<file path="src/rtl/ann_pkg.sv">
package ann_pkg;
  typedef enum logic [2:0] {
    ST_NORMAL  = 3'b000,
    ST_AMB_FL  = 3'b001,
    ST_AMB_ON  = 3'b010,
    ST_RED_FL  = 3'b011,
    ST_RED_ON  = 3'b100,
    ST_CLR_FL  = 3'b101,
    ST_SPARE6  = 3'b110,
    ST_SPARE7  = 3'b111
  } ann_state_e;

  localparam int STATE_W = 3;
endpackage

</file>
<file path="src/rtl/ann_flash_div.sv">
module ann_flash_div #(
  parameter int FLASH_HALF = 25_000_000
) (
  input  logic clk,
  input  logic rst,
  output logic flash_on
);
  localparam int CW = (FLASH_HALF > 1) ? $clog2(FLASH_HALF) : 1;
  localparam logic [CW-1:0] LAST = CW'(FLASH_HALF - 1);

  logic [CW-1:0] cnt_q;
  logic          flash_q;

  always_ff @(posedge clk) begin
    if (rst) begin
      cnt_q   <= '0;
      flash_q <= 1'b1;
    end else if (cnt_q == LAST) begin
      cnt_q   <= '0;
      flash_q <= ~flash_q;
    end else begin
      cnt_q   <= cnt_q + 1'b1;
    end
  end

  assign flash_on = flash_q;

  // the phase changes only at the end of a half period
  p_flash_hold_r9: assert property (@(posedge clk) disable iff (rst)
    (cnt_q != LAST) |=> $stable(flash_q));
  p_flash_flip_r9: assert property (@(posedge clk) disable iff (rst)
    (cnt_q == LAST) |=> (flash_q != $past(flash_q)));
  p_cnt_range_r9: assert property (@(posedge clk) disable iff (rst)
    cnt_q <= LAST);
endmodule

</file>
<file path="src/rtl/ann_fsm.sv">
module ann_fsm
  import ann_pkg::*;
(
  input  logic               clk,
  input  logic               rst,
  input  logic               low_alarm,
  input  logic               high_alarm,
  input  logic               ack,
  output logic [STATE_W-1:0] state
);
  logic [STATE_W-1:0] state_q;
  logic [STATE_W-1:0] state_d;
  logic               both_set;

  assign both_set = low_alarm & high_alarm;

  always_comb begin
    state_d = state_q;
    case (ann_state_e'(state_q))
      ST_NORMAL: begin
        if (low_alarm) state_d = ST_AMB_FL;
      end
      ST_AMB_FL: begin
        if (both_set)        state_d = ST_RED_FL;
        else if (!low_alarm) state_d = ack ? ST_NORMAL : ST_CLR_FL;
        else if (ack)        state_d = ST_AMB_ON;
      end
      ST_AMB_ON: begin
        if (both_set)        state_d = ST_RED_FL;
        else if (!low_alarm) state_d = ST_NORMAL;
      end
      ST_RED_FL: begin
        if (!low_alarm)      state_d = ack ? ST_NORMAL : ST_CLR_FL;
        else if (ack)        state_d = high_alarm ? ST_RED_ON : ST_AMB_ON;
      end
      ST_RED_ON: begin
        if (!low_alarm)       state_d = ST_NORMAL;
        else if (!high_alarm) state_d = ST_AMB_ON;
      end
      ST_CLR_FL: begin
        if (low_alarm)  state_d = ST_AMB_FL;
        else if (ack)   state_d = ST_NORMAL;
      end
      default: state_d = ST_NORMAL;
    endcase
  end

  always_ff @(posedge clk) begin
    if (rst) state_q <= ST_NORMAL;
    else     state_q <= state_d;
  end

  assign state = state_q;

  // a lone high alarm cannot leave normal
  p_hla_alone_r2: assert property (@(posedge clk) disable iff (rst)
    (state_q == ST_NORMAL && !low_alarm) |=> state_q == ST_NORMAL);
  // escalation from either amber state
  p_escalate_r4: assert property (@(posedge clk) disable iff (rst)
    ((state_q == ST_AMB_FL || state_q == ST_AMB_ON) && both_set) |=> state_q == ST_RED_FL);
  // steady amber returns to normal once cleared
  p_return_r5: assert property (@(posedge clk) disable iff (rst)
    (state_q == ST_AMB_ON && !low_alarm) |=> state_q == ST_NORMAL);
  // unacknowledged clear parks in 101
  p_park_r6: assert property (@(posedge clk) disable iff (rst)
    ((state_q == ST_AMB_FL || state_q == ST_RED_FL) && !low_alarm && !ack) |=> state_q == ST_CLR_FL);
  // spare codes recover
  p_spare_r8: assert property (@(posedge clk) disable iff (rst)
    (state_q[2:1] == 2'b11) |=> state_q == ST_NORMAL);
endmodule

</file>
<file path="src/rtl/ann_lamp_drv.sv">
module ann_lamp_drv
  import ann_pkg::*;
(
  input  logic               clk,
  input  logic               rst,
  input  logic [STATE_W-1:0] state,
  input  logic               flash_on,
  output logic               amber,
  output logic               red
);
  always_comb begin
    amber = 1'b0;
    red   = 1'b0;
    case (ann_state_e'(state))
      ST_AMB_FL, ST_CLR_FL: amber = flash_on;
      ST_AMB_ON:            amber = 1'b1;
      ST_RED_FL:            red   = flash_on;
      ST_RED_ON:            red   = 1'b1;
      default: ;
    endcase
  end

  // lamps are mutually exclusive; steady states fully lit
  p_lamp_excl_r10: assert property (@(posedge clk) disable iff (rst)
    !(amber && red));
  p_steady_amber_r10: assert property (@(posedge clk) disable iff (rst)
    (state == ST_AMB_ON) |-> amber);
  p_steady_red_r10: assert property (@(posedge clk) disable iff (rst)
    (state == ST_RED_ON) |-> red);
endmodule

</file>
<file path="src/rtl/alarm_annunciator.sv">
module alarm_annunciator #(
  parameter int FLASH_HALF = 25_000_000
) (
  input  logic       clk,
  input  logic       rst,
  input  logic       low_alarm,
  input  logic       high_alarm,
  input  logic       ack,
  output logic       amber_lamp,
  output logic       red_lamp,
  output logic [2:0] state_code
);
  import ann_pkg::*;

  logic [STATE_W-1:0] cur_state;
  logic               flash_en;

  ann_fsm u_fsm (
    .clk        (clk),
    .rst        (rst),
    .low_alarm  (low_alarm),
    .high_alarm (high_alarm),
    .ack        (ack),
    .state      (cur_state)
  );

  ann_flash_div #(.FLASH_HALF(FLASH_HALF)) u_div (
    .clk      (clk),
    .rst      (rst),
    .flash_on (flash_en)
  );

  ann_lamp_drv u_lamp (
    .clk      (clk),
    .rst      (rst),
    .state    (cur_state),
    .flash_on (flash_en),
    .amber    (amber_lamp),
    .red      (red_lamp)
  );

  assign state_code = cur_state;
endmodule

</file>
<file path="config.mk">
export PLATFORM = sky130hd
export DESIGN_NAME = alarm_annunciator
export DESIGN_NICKNAME = d
export VERILOG_FILES = /design/src/rtl/ann_pkg.sv /design/src/rtl/ann_flash_div.sv /design/src/rtl/ann_fsm.sv /design/src/rtl/ann_lamp_drv.sv /design/src/rtl/alarm_annunciator.sv
export SDC_FILE = /design/constraint.sdc
export NUM_CORES = 1
export LEC_CHECK = 0
export BUFFER_PORTS_ARGS = -buffer_cell sky130_fd_sc_hd__buf_4
export CAP_MARGIN = 10
export CORE_ASPECT_RATIO = 1.5
export CORE_MARGIN = 5
export CORE_UTILIZATION = 44
export DETAILED_ROUTE_END_ITERATION = 6
export HOLD_SLACK_MARGIN = 0.02
export PLACE_DENSITY = 0.59
export REMOVE_ABC_BUFFERS = 1
export SLEW_MARGIN = 20
export SYNTH_ARGS = -nofsm -noshare
export SYNTH_HDL_FRONTEND = slang
export SYNTH_SLANG_ARGS = --single-unit
</file>
<file path="constraint.sdc">
create_clock -name clk -period 2.4 [get_ports clk]
set_input_delay 0.48 -clock clk [delete_from_list [all_inputs] [get_ports clk]]
set_output_delay 0.48 -clock clk [all_outputs]
set_load 0.02 [all_outputs]
</file>
==> results of run 1 <==
-- worst max-delay path: stages (launching register included) --
cell and delay (ns):
dfxtp_1 0.37, ha_1 0.20, nand3_1 0.10, or4_1 0.70
or4_1 0.54, a21oi_1 0.14
-- power groups by stage --
stage	clock network, mW	logic (mW)	registers (mW)
after floorplan	0	0.0458	0.520
final	0.511	0.0855	0.508
after global placement	0	0.0836	0.517
after global routing	0.551	0.0930	0.511
after detailed placement	0	0.0859	0.518
after CTS	0.528	0.0865	0.507
-- state kept, by name, indices dropped and copies added, names as in the netlist --
signal,flops
u_div.cnt_q,25
u_div.flash_on,1
u_fsm.state,3
-- layout make-up --
| type | instances | area (µm²) | area share |
|---|---|---|---|
| clock inverters | 1 | 30.03 | 0.01745 |
| flip-flops and latches | 29 | 580.6 | 0.3375 |
| inverters | 7 | 26.28 | 0.01527 |
| clock buffers | 7 | 86.33 | 0.05018 |
| well taps | 42 | 52.55 | 0.03055 |
| repair buffers | 12 | 102.6 | 0.05964 |
| multi-input cells | 136 | 842.1 | 0.4895 |
-- synthesized netlist by cell type, drive strengths merged --
cell,instances
and3,3
or2,1
and4,2
or3b,1
xnor2,5
nand3b,1
nand3,12
nor4bb,1
buf,4
clkbuf,6
o31ai,12
or4b,1
nand2b,1
o221a,1
nand2,12
dfxtp,29
or3,5
o21ai,8
a311oi,1
a21oi,19
o211a,1
inv,7
and2,2
or4,13
nor2,17
nor3,4
nor4b,1
a21o,1
nand4b,1
nand4,4
ha,1
xor2,5
-- routing by layer --
layer | vias up | part of all wire | routed length [µm]
li1 | 688 | - | -
met2 | 18 | 0.51 | 1571
met5 | - | 0 | 0
met4 | 0 | 0.015 | 47
met3 | 6 | 0.042 | 130
met1 | 657 | 0.43 | 1343
-- per-stage QoR --
stage / hold WS (ns) / setup WS, ns
global route: 0.3771 / 0.1308
global placement: 0.4388 / 0.3548
CTS: 0.3730 / 0.2706
floorplan: 0.4261 / 0.2474
detailed placement: 0.4495 / 0.2670
finish: 0.3804 / 0.2811
-- worst max-delay path by stage --
stage | slack [ns] | from | depth (start not counted) | end
6_report | 0.28 | u_div.cnt_q[0]$_SDFF_PP0_ | 5 | u_div.cnt_q[22]$_SDFF_PP0_
2_1_floorplan | 0.25 | u_div.cnt_q[9]$_SDFF_PP0_ | 4 | u_div.cnt_q[10]$_SDFF_PP0_
5_1_grt | 0.13 | u_div.cnt_q[0]$_SDFF_PP0_ | 5 | u_div.cnt_q[24]$_SDFF_PP0_
4_1_cts | 0.27 | u_div.cnt_q[0]$_SDFF_PP0_ | 5 | u_div.cnt_q[22]$_SDFF_PP0_
3_5_place_dp | 0.27 | u_div.cnt_q[0]$_SDFF_PP0_ | 5 | u_div.cnt_q[22]$_SDFF_PP0_
3_3_place_gp | 0.35 | u_div.cnt_q[0]$_SDFF_PP0_ | 5 | u_div.cnt_q[22]$_SDFF_PP0_
-- kinds of logic (layout without fill, tap and decap cells) --
kind of cell,after synthesis,after routing,synth area share
simple gates,82,82,0.3085
compound gates,43,43,0.1833
flops,29,29,0.3847
buf+inv,17,27,0.05721
xor+xnor,10,10,0.05804
fa+ha+maj,1,1,0.008291
==> flow_summary.ini, run 1 <==
[logic_synthesis]
synth_top_area_cell = dfxtp_1
synth_cells = 182
synth_area_leaders = dfxtp_1, a21oi_1, or4_1
synth_top_area_frac = 0.3847
synth.ff_latch_count = 29
syn_avg_cell_area_um2 = 8.291
synth_seq_area_share = 0.3847
yosysWarnings = 0
synthDistinctLibCells = 35
synth.cell_area_um2 = 1509

[power]
p_int_mw = 0.8685
p_per_area_nw_per_um2 = 641.6
switchingPower_mw = 0.2353
pwr-share-seq = 0.460
clkPwrFrac = 0.463
switching_share = 0.2132
p_comb_frac = 0.077
vdd_drop_max_uv = 536.5
p_leak_nw = 0.5627
power_mw = 1.104

[cts]
cts_setup_buffers = 0
clock_sinks = 29
clock-root-buffer = clkbuf_8
hold_buffers = 0
path_clk_slew_ns = 0.06
cts_resized = 0
cts_buffers = 5
htreeDepth = 2
cts_tree = done
clock_path_buffers = 2
clk_latency_ns = 0.27

[timing]
finalSetupTns_ns = 0
tightest_slew_ns = 0.4574
finalCritPeriodShare = 0.8829
hold_viol_final = 0
fmax_ghz = 0.4719
skew_ns = 0.005477
setup_viol = 0
relSlewSlack = 0.6946
slew_viol_final = 0
rsz0062_at_grt = no
post-route-min-period_ns = 2.119

[placed_design]
place_area_um2 = 1604
gp_congestion = 0.7860
io_buffers = 9
placed_cells = 226
place.detailed.hpwl_um = 2200

[floorplan]
core_um2 = 3351
die_x_um = 57.82
die_height_um = 81.73
die_area_um2 = 4725
ios = 10
row_count = 26
start_util = 0.4503

[critical_path]
worst_setup_path_start_kind = flip-flop
rrSetupSlack_ns = 0.28
arrival_ns = 2.33
endpoint_kind = flip-flop
timing.rr.end = u_div.cnt_q[22]$_SDFF_PP0_
cp.required_ns = 2.61
crit_fanout = 14
rr_worst_depth = 5
r2r-start = u_div.cnt_q[0]$_SDFF_PP0_
worstSetupPathType = flip-flop to flip-flop

[cells_and_area]
final_cells = 234
antennaDiodeCount = 0
drive_above_1_share = 0.1302
layout_commonest_cell = dfxtp_1
final_nets = 197
postLayoutCoreUtil = 0.5134
n_fill_cell = 321
mostFrequentLayoutCells = dfxtp_1, a21oi_1, nor2_1
syn_to_final_growth_pct = 14.01
fin_area_um2 = 1720

[worst_hold_path]
worst_hold_path.endpoint = u_div.cnt_q[2]$_SDFF_PP0_
hold_start = rst
hold_depth = 2
hold_path.class = primary input to flip-flop

[global_routing]
met1_usage = 0.1585
busiest_layer = met2
grt_pass1_vias = 1300
grt_pass1_wl_um = 5492
gr-total-overflow = 0
grt_usage = 0.1453
antenna_found_initial = 0
gr-usage-met2 = 0.2624
use_met3 = 0.04088
grt_max_degree = 25

[route]
routed_wl_um = 3093
final_antenna_net_count = 0
viasPerCell = 5.850
drcViolationCount = 0
first_pass_iters = 4
num_vias = 1369
drt-initial-drc-count = 63
avgRoutedWirePerCell_um = 13.22

[flow_run]
drv_cap = 0

[run_status]
status = finished, final reports clean
Power figures use the tool's default switching activity.
==> run 2, diff against run 1 <==
--- a/config.mk
+++ b/config.mk
@@ -10,3 +10,2 @@
 export CORE_ASPECT_RATIO = 1.5
-export CORE_MARGIN = 5
 export CORE_UTILIZATION = 44
@@ -19,2 +18,3 @@
 export SYNTH_HDL_FRONTEND = slang
+export SYNTH_HIERARCHICAL = 1
 export SYNTH_SLANG_ARGS = --single-unit
--- a/constraint.sdc
+++ b/constraint.sdc
@@ -3,2 +3,2 @@
 set_output_delay 0.48 -clock clk [all_outputs]
-set_load 0.02 [all_outputs]
+set_load 0.05 [all_outputs]
==> run 2 against run 1 <==
Register-to-register slack improved by 0.19 ns; routed wire length up 14%; critical path type unchanged; synthesized cell count is 1.1% higher; utilization decreased by 0.76 points; flip-flop and latch count is the same; sequential share of layout area shrank 0.15 points; global-route usage increased by 6.2 points; fmax is 9.6% higher; clock skew down 0.0028 ns; count of clock-buffer cells in the layout unchanged; area after synthesis rose by 4.8%; via count up 4.0%.
==> flow_summary.ini, run 2 <==
[route]
routed_wl_um = 3520
viasPerCell = 6.085
drcViolationCount = 0
first_pass_iters = 5
drt-initial-drc-count = 42
num_vias = 1424
final_antenna_net_count = 0
avgRoutedWirePerCell_um = 15.04

[critical_path]
critPathSlowestCell = or4_1
rr_worst_depth = 4
cp.depth = 4
cp.required_ns = 2.60
slowest_delay_ns = 0.54
arrival_ns = 2.14
worst_setup_path_start_kind = flip-flop
endpoint_kind = flip-flop
critPathTopFamily = simple AND/OR/NAND/NOR gates
crit_chain = and4_1 > nand4_1 > or4_1 > a21oi_1
worstSetupPathType = flip-flop to flip-flop
crit_fanout = 10
worstPathBufferInverterCount = 0

[power]
p_leak_nw = 0.6073
p_per_area_nw_per_um2 = 699.6
vdd_drop_max_uv = 455.3

[timing]
post-route-min-period_ns = 1.934
setup_viol = 0
skew_ns = 0.002629
finalSetupTns_ns = 0
rsz0062_at_grt = no
relSlewSlack = 0.6840
finalCritPeriodShare = 0.8057
tightest_slew_ns = 0.4734
hold_viol_final = 0
fmax_ghz = 0.5171
slew_viol_final = 0

[logic_synthesis]
async_reset_ff_frac = 0
synthDistinctLibCells = 46
synth_area_leaders = dfxtp_1, xor2_1, a21oi_1
syn_avg_cell_area_um2 = 8.595
synth_seq_area_share = 0.3671
synth.cell_area_um2 = 1582
post-synth-top-count-cell = dfxtp_1
synth_cells = 184
synth_top_area_frac = 0.3671
synth_top_area_cell = dfxtp_1
yosysWarnings = 6
synth_top_flop_cell = dfxtp_1
synth.ff_latch_count = 29
synth_edf_count = 0
synth_common_cells = dfxtp_1, nor2_1, a21oi_1

[cts]
cts_setup_buffers = 0
clock-root-buffer = clkbuf_8
hold_buffers = 0
path_clk_slew_ns = 0.06
htreeDepth = 2
cts_resized = 0
cts_buffers = 5
clock_path_buffers = 2
clk_latency_ns = 0.27
cts_tree = done
clock_sinks = 29

[cells_and_area]
final_nets = 198
syn_to_final_growth_pct = 9.256
drive_above_1_share = 0.1042
largest_reg_flops = 25
layout_commonest_cell = dfxtp_1
n_fill_cell = 335
postLayoutCoreUtil = 0.5059
multi_input_area_um2 = 910.9
regMostFlops = u_div/cnt_q
fin_area_um2 = 1728
antennaDiodeCount = 0
mostFrequentLayoutCells = dfxtp_1, nor2_1, a21oi_1, nand2_1, nand3_1
seq_area_um2 = 580.6

[placed_design]
io_buffers = 9
gp_congestion = 0.7795
place_area_um2 = 1642
place.detailed.hpwl_um = 2471

[global_routing]
antenna_found_initial = 0
grt_usage = 0.2072
gr-total-overflow = 0
grt_max_degree = 25
grt_pass1_vias = 1317
grt_pass1_wl_um = 5878

[floorplan]
core_um2 = 3416
ios = 10
die_area_um2 = 3843
die_x_um = 50.95
start_util = 0.4630
row_count = 26
die_height_um = 75.43

[worst_hold_path]
hold_depth = 2
hold_path.class = primary input to flip-flop

[run_status]
status = finished, final reports clean

[flow_run]
drv_cap = 0
[run 2: changes by cell type in the layout (fill, tap and decap cells not counted), sizes merged, moves of 4 or more]
cell / before / now
or4: 13 / 6
nor3: 4 / 0
xor2: 5 / 10
a21oi: 19 / 13
and4: 2 / 6
o31ai: 12 / 6
[run 2: worst reg2reg max path, delay by kind of cell, from the launching register on]
| kind | cells | cell delay [ns] |
|---|---|---|
| AO/OA/AOI/OAI | 1 | 0.16 |
| flip-flops | 1 | 0.40 |
| AND/OR/NAND/NOR | 3 | 1.30 |
[run 2: through the flow]
step,std cells,hold WS [ns],setup slack (ns),total power [mW]
2_1_floorplan,175,0.4129,0.2117,0.7454
3_3_place_gp,227,0.4257,0.5421,0.8210
3_5_place_dp,227,0.4400,0.4876,0.8313
4_1_cts,234,0.4153,0.4717,1.225
5_1_grt,234,0.4355,0.3243,1.281
6_report,234,0.4262,0.4663,1.209
[run 2: cell families (layout without fill, tap and decap cells)]
logic type | count (synthesis) | after routing | share of synthesized area
simple gates | 87 | 87 | 0.3315
compound gates | 40 | 40 | 0.1701
flops | 29 | 29 | 0.3671
buf+inv | 15 | 23 | 0.05695
xor+xnor | 12 | 12 | 0.06646
fa+ha+maj | 1 | 1 | 0.007910
[run 2: power by group]
group | leakage (nW) | total, mW | switching (mW) | internal, mW
Combinational | 0.328 | 0.270 | 0.167 | 0.103
Sequential | 0.235 | 0.552 | 0.0522 | 0.500
Clock | 0.0443 | 0.386 | 0.160 | 0.227
Total | 0.607 | 1.21 | 0.379 | 0.830
[run 2: worst paths after layout]
| path | startpoint | endpoint | slack [ns] |
|---|---|---|---|
| setup / recovery | u_div/cnt_q[2]$_SDFF_PP0_ | u_div/cnt_q[21]$_SDFF_PP0_ | 0.47 |
| hold / removal | rst | u_fsm/state[2]$_SDFFE_PP0P_ | 0.43 |
| setup reg to reg | u_div/cnt_q[2]$_SDFF_PP0_ | u_div/cnt_q[21]$_SDFF_PP0_ | 0.47 |
| hold reg to reg | u_div/cnt_q[0]$_SDFF_PP0_ | u_div/cnt_q[0]$_SDFF_PP0_ | 0.45 |
[run 2: layer usage]
layer	global-route usage	vias up	routed length, µm
li1	-	693	-
met1	0.2115	699	1502
met2	0.3904	30	1868
met3	0.05589	2	122
met4	0.08951	0	27
met5	0	-	0
[run 2: final cells by class]
cell class	instances	area share
multi-input combinational	140	0.5272
sequential	29	0.3360
clock buffer	7	0.04996
timing repair buffer	10	0.04345
tap	42	0.03041
inverter	6	0.01303
==> run 3, diff against run 2 <==
Settings changed: PLACE_DENSITY 0.59 to 0.61.
Clock period 2.4 ns to 1.7 ns, I/O delays scaled along.
==> run 3 against run 2 <==
Clock power is 60% higher; setup slack worse by 0.39 ns; via count stayed put; non-clock buffer count is 11 higher; cell count is 5.1% higher; power is 48% higher; utilization is 3.9 points higher; die area stayed put; sequential power is 41% higher.
==> flow_summary.ini, run 3 (same netlist as run 2, synthesis figures left out) <==
[run_status]
status = finished, final reports clean

[route]
viasPerCell = 5.789
drt-initial-drc-count = 32
final_antenna_net_count = 0
num_vias = 1424
avgRoutedWirePerCell_um = 14.22
routed_wl_um = 3497
first_pass_iters = 4
drcViolationCount = 0

[timing]
fmax_ghz = 0.6168
setup_viol = 0
post-route-min-period_ns = 1.621
slew_viol_final = 0
skew_ns = 0.005510
tightest_slew_ns = 0.2864
hold_viol_final = 0
relSlewSlack = 0.8065
finalCritPeriodShare = 0.9537
rsz0062_at_grt = no

[global_routing]
grt_max_degree = 22
grt_pass1_wl_um = 5851
grt_usage = 0.2002
grt_pass1_vias = 1334
gr-total-overflow = 0
antenna_found_initial = 0

[cells_and_area]
regMostFlops = u_div/cnt_q
mostFrequentLayoutCells = dfxtp_1, buf_4, nor2_1, a21oi_1, nand2_1
syn_to_final_growth_pct = 17.72
final_cells = 246
postLayoutCoreUtil = 0.5451
final_nets = 209
layout_commonest_cell = dfxtp_1
antennaDiodeCount = 0
seq_area_um2 = 584.3
largest_reg_flops = 25
multi_input_area_um2 = 930.9
drive_above_1_share = 0.2010
n_fill_cell = 305

[critical_path]
endpoint_kind = flip-flop
crit_chain = nor4b_2 > nand4_1 > or4_1 > nand3_1
slowest_delay_ns = 0.56
timing.rr.end = u_div/flash_on$_SDFFE_PP1N_
rr_worst_depth = 4
rrSetupSlack_ns = 0.08
worstSetupPathType = flip-flop to flip-flop
critPathSlowestCell = or4_1
r2r-start = u_div/cnt_q[10]$_SDFF_PP0_
worst_setup_path_start_kind = flip-flop
crit_fanout = 4
arrival_ns = 1.84
cp.required_ns = 1.92

[cts]
path_clk_slew_ns = 0.06
hold_buffers = 0
clk_latency_ns = 0.28
cts_setup_buffers = 0
cts_buffers = 5
clock_sinks = 29
clock_path_buffers = 2
htreeDepth = 2
cts_tree = done
clock-root-buffer = clkbuf_8

[power]
p_per_area_nw_per_um2 = 960.9
vdd_drop_max_uv = 780.4
p_leak_nw = 0.6799

[worst_hold_path]
hold_start = rst
hold_depth = 2
hold_path.class = primary input to flip-flop
worst_hold_path.endpoint = u_fsm/state[2]$_SDFFE_PP0P_

[floorplan]
core_um2 = 3416
row_count = 26
die_x_um = 50.95
die_height_um = 75.43
ios = 10
start_util = 0.4630
die_area_um2 = 3843

[placed_design]
place.detailed.hpwl_um = 2506
placed_cells = 238
gp_congestion = 0.8323
io_buffers = 9

[flow_run]
drv_cap = 0
run 3: cell count changes in the layout (fill, tap and decap cells not counted), sizes merged:
cell,change
buf,+11
clkinv,+1
run 3: report_power, final:
part / internal [mW] / switching (mW) / leakage [nW]
clock network: 0.365 / 0.254 / 0.0542
registers: 0.710 / 0.0692 / 0.236
logic: 0.154 / 0.236 / 0.390
total: 1.23 / 0.559 / 0.680
run 3: per-stage QoR:
stage               setup slack, ns  TNS [ns]  power [mW]  hold WS [ns]  instance area [µm²]
floorplan                   -0.3483    -3.187       1.052        0.4091                 1514
global placement            0.01194         0       1.165        0.4229                 1737
detailed placement         -0.05712   -0.8728       1.177        0.4344                 1737
CTS                        0.005499         0       1.798        0.2608                 1847
global route               0.001905         0       1.868        0.2799                 1862
finish                      0.07878         0       1.789        0.2698                 1862
run 3: area by class of cell:
class,count,share of cell area
multi-input cells,140,0.5000
flip-flops and latches,29,0.3138
repair buffers,21,0.09140
clock buffers,7,0.05175
well taps,42,0.02823
inverters,6,0.01210
clock inverters,1,0.002688
run 3: timing repair:
item,CTS,global route
pin swaps,0,2
setup endpoints to repair,24,24
resized for setup,3,7
run 3: worst max-delay path by stage:
stage	cells after the start	slack, ns	endpoint	from
5_1_grt	5	0.002	u_div/cnt_q[17]$_SDFF_PP0_	u_div/cnt_q[9]$_SDFF_PP0_
3_3_place_gp	5	0.01	u_div/cnt_q[19]$_SDFF_PP0_	u_div/cnt_q[10]$_SDFF_PP0_
4_1_cts	5	0.005	u_div/cnt_q[17]$_SDFF_PP0_	u_div/cnt_q[9]$_SDFF_PP0_
6_report	4	0.08	u_div/flash_on$_SDFFE_PP1N_	u_div/cnt_q[10]$_SDFF_PP0_
3_5_place_dp	5	-0.06	u_div/cnt_q[24]$_SDFF_PP0_	u_div/cnt_q[10]$_SDFF_PP0_
2_1_floorplan	2	-0.35	red_lamp	u_fsm/state[0]$_SDFFE_PP0P_
run 3: critical path, delay by kind of cell, from the launching register on:
family        cells  cell delay (ns)
simple gates      4             1.21
flops             1             0.36
run 3: metal layers:
layer / vias up / track usage / part of all wire
met2: 27 / 0.3509 / 0.48
met4: 0 / 0.08951 / 0.019
met1: 673 / 0.2311 / 0.47
li1: 718 / - / -
met5: - / 0 / 0
met3: 6 / 0.04391 / 0.031
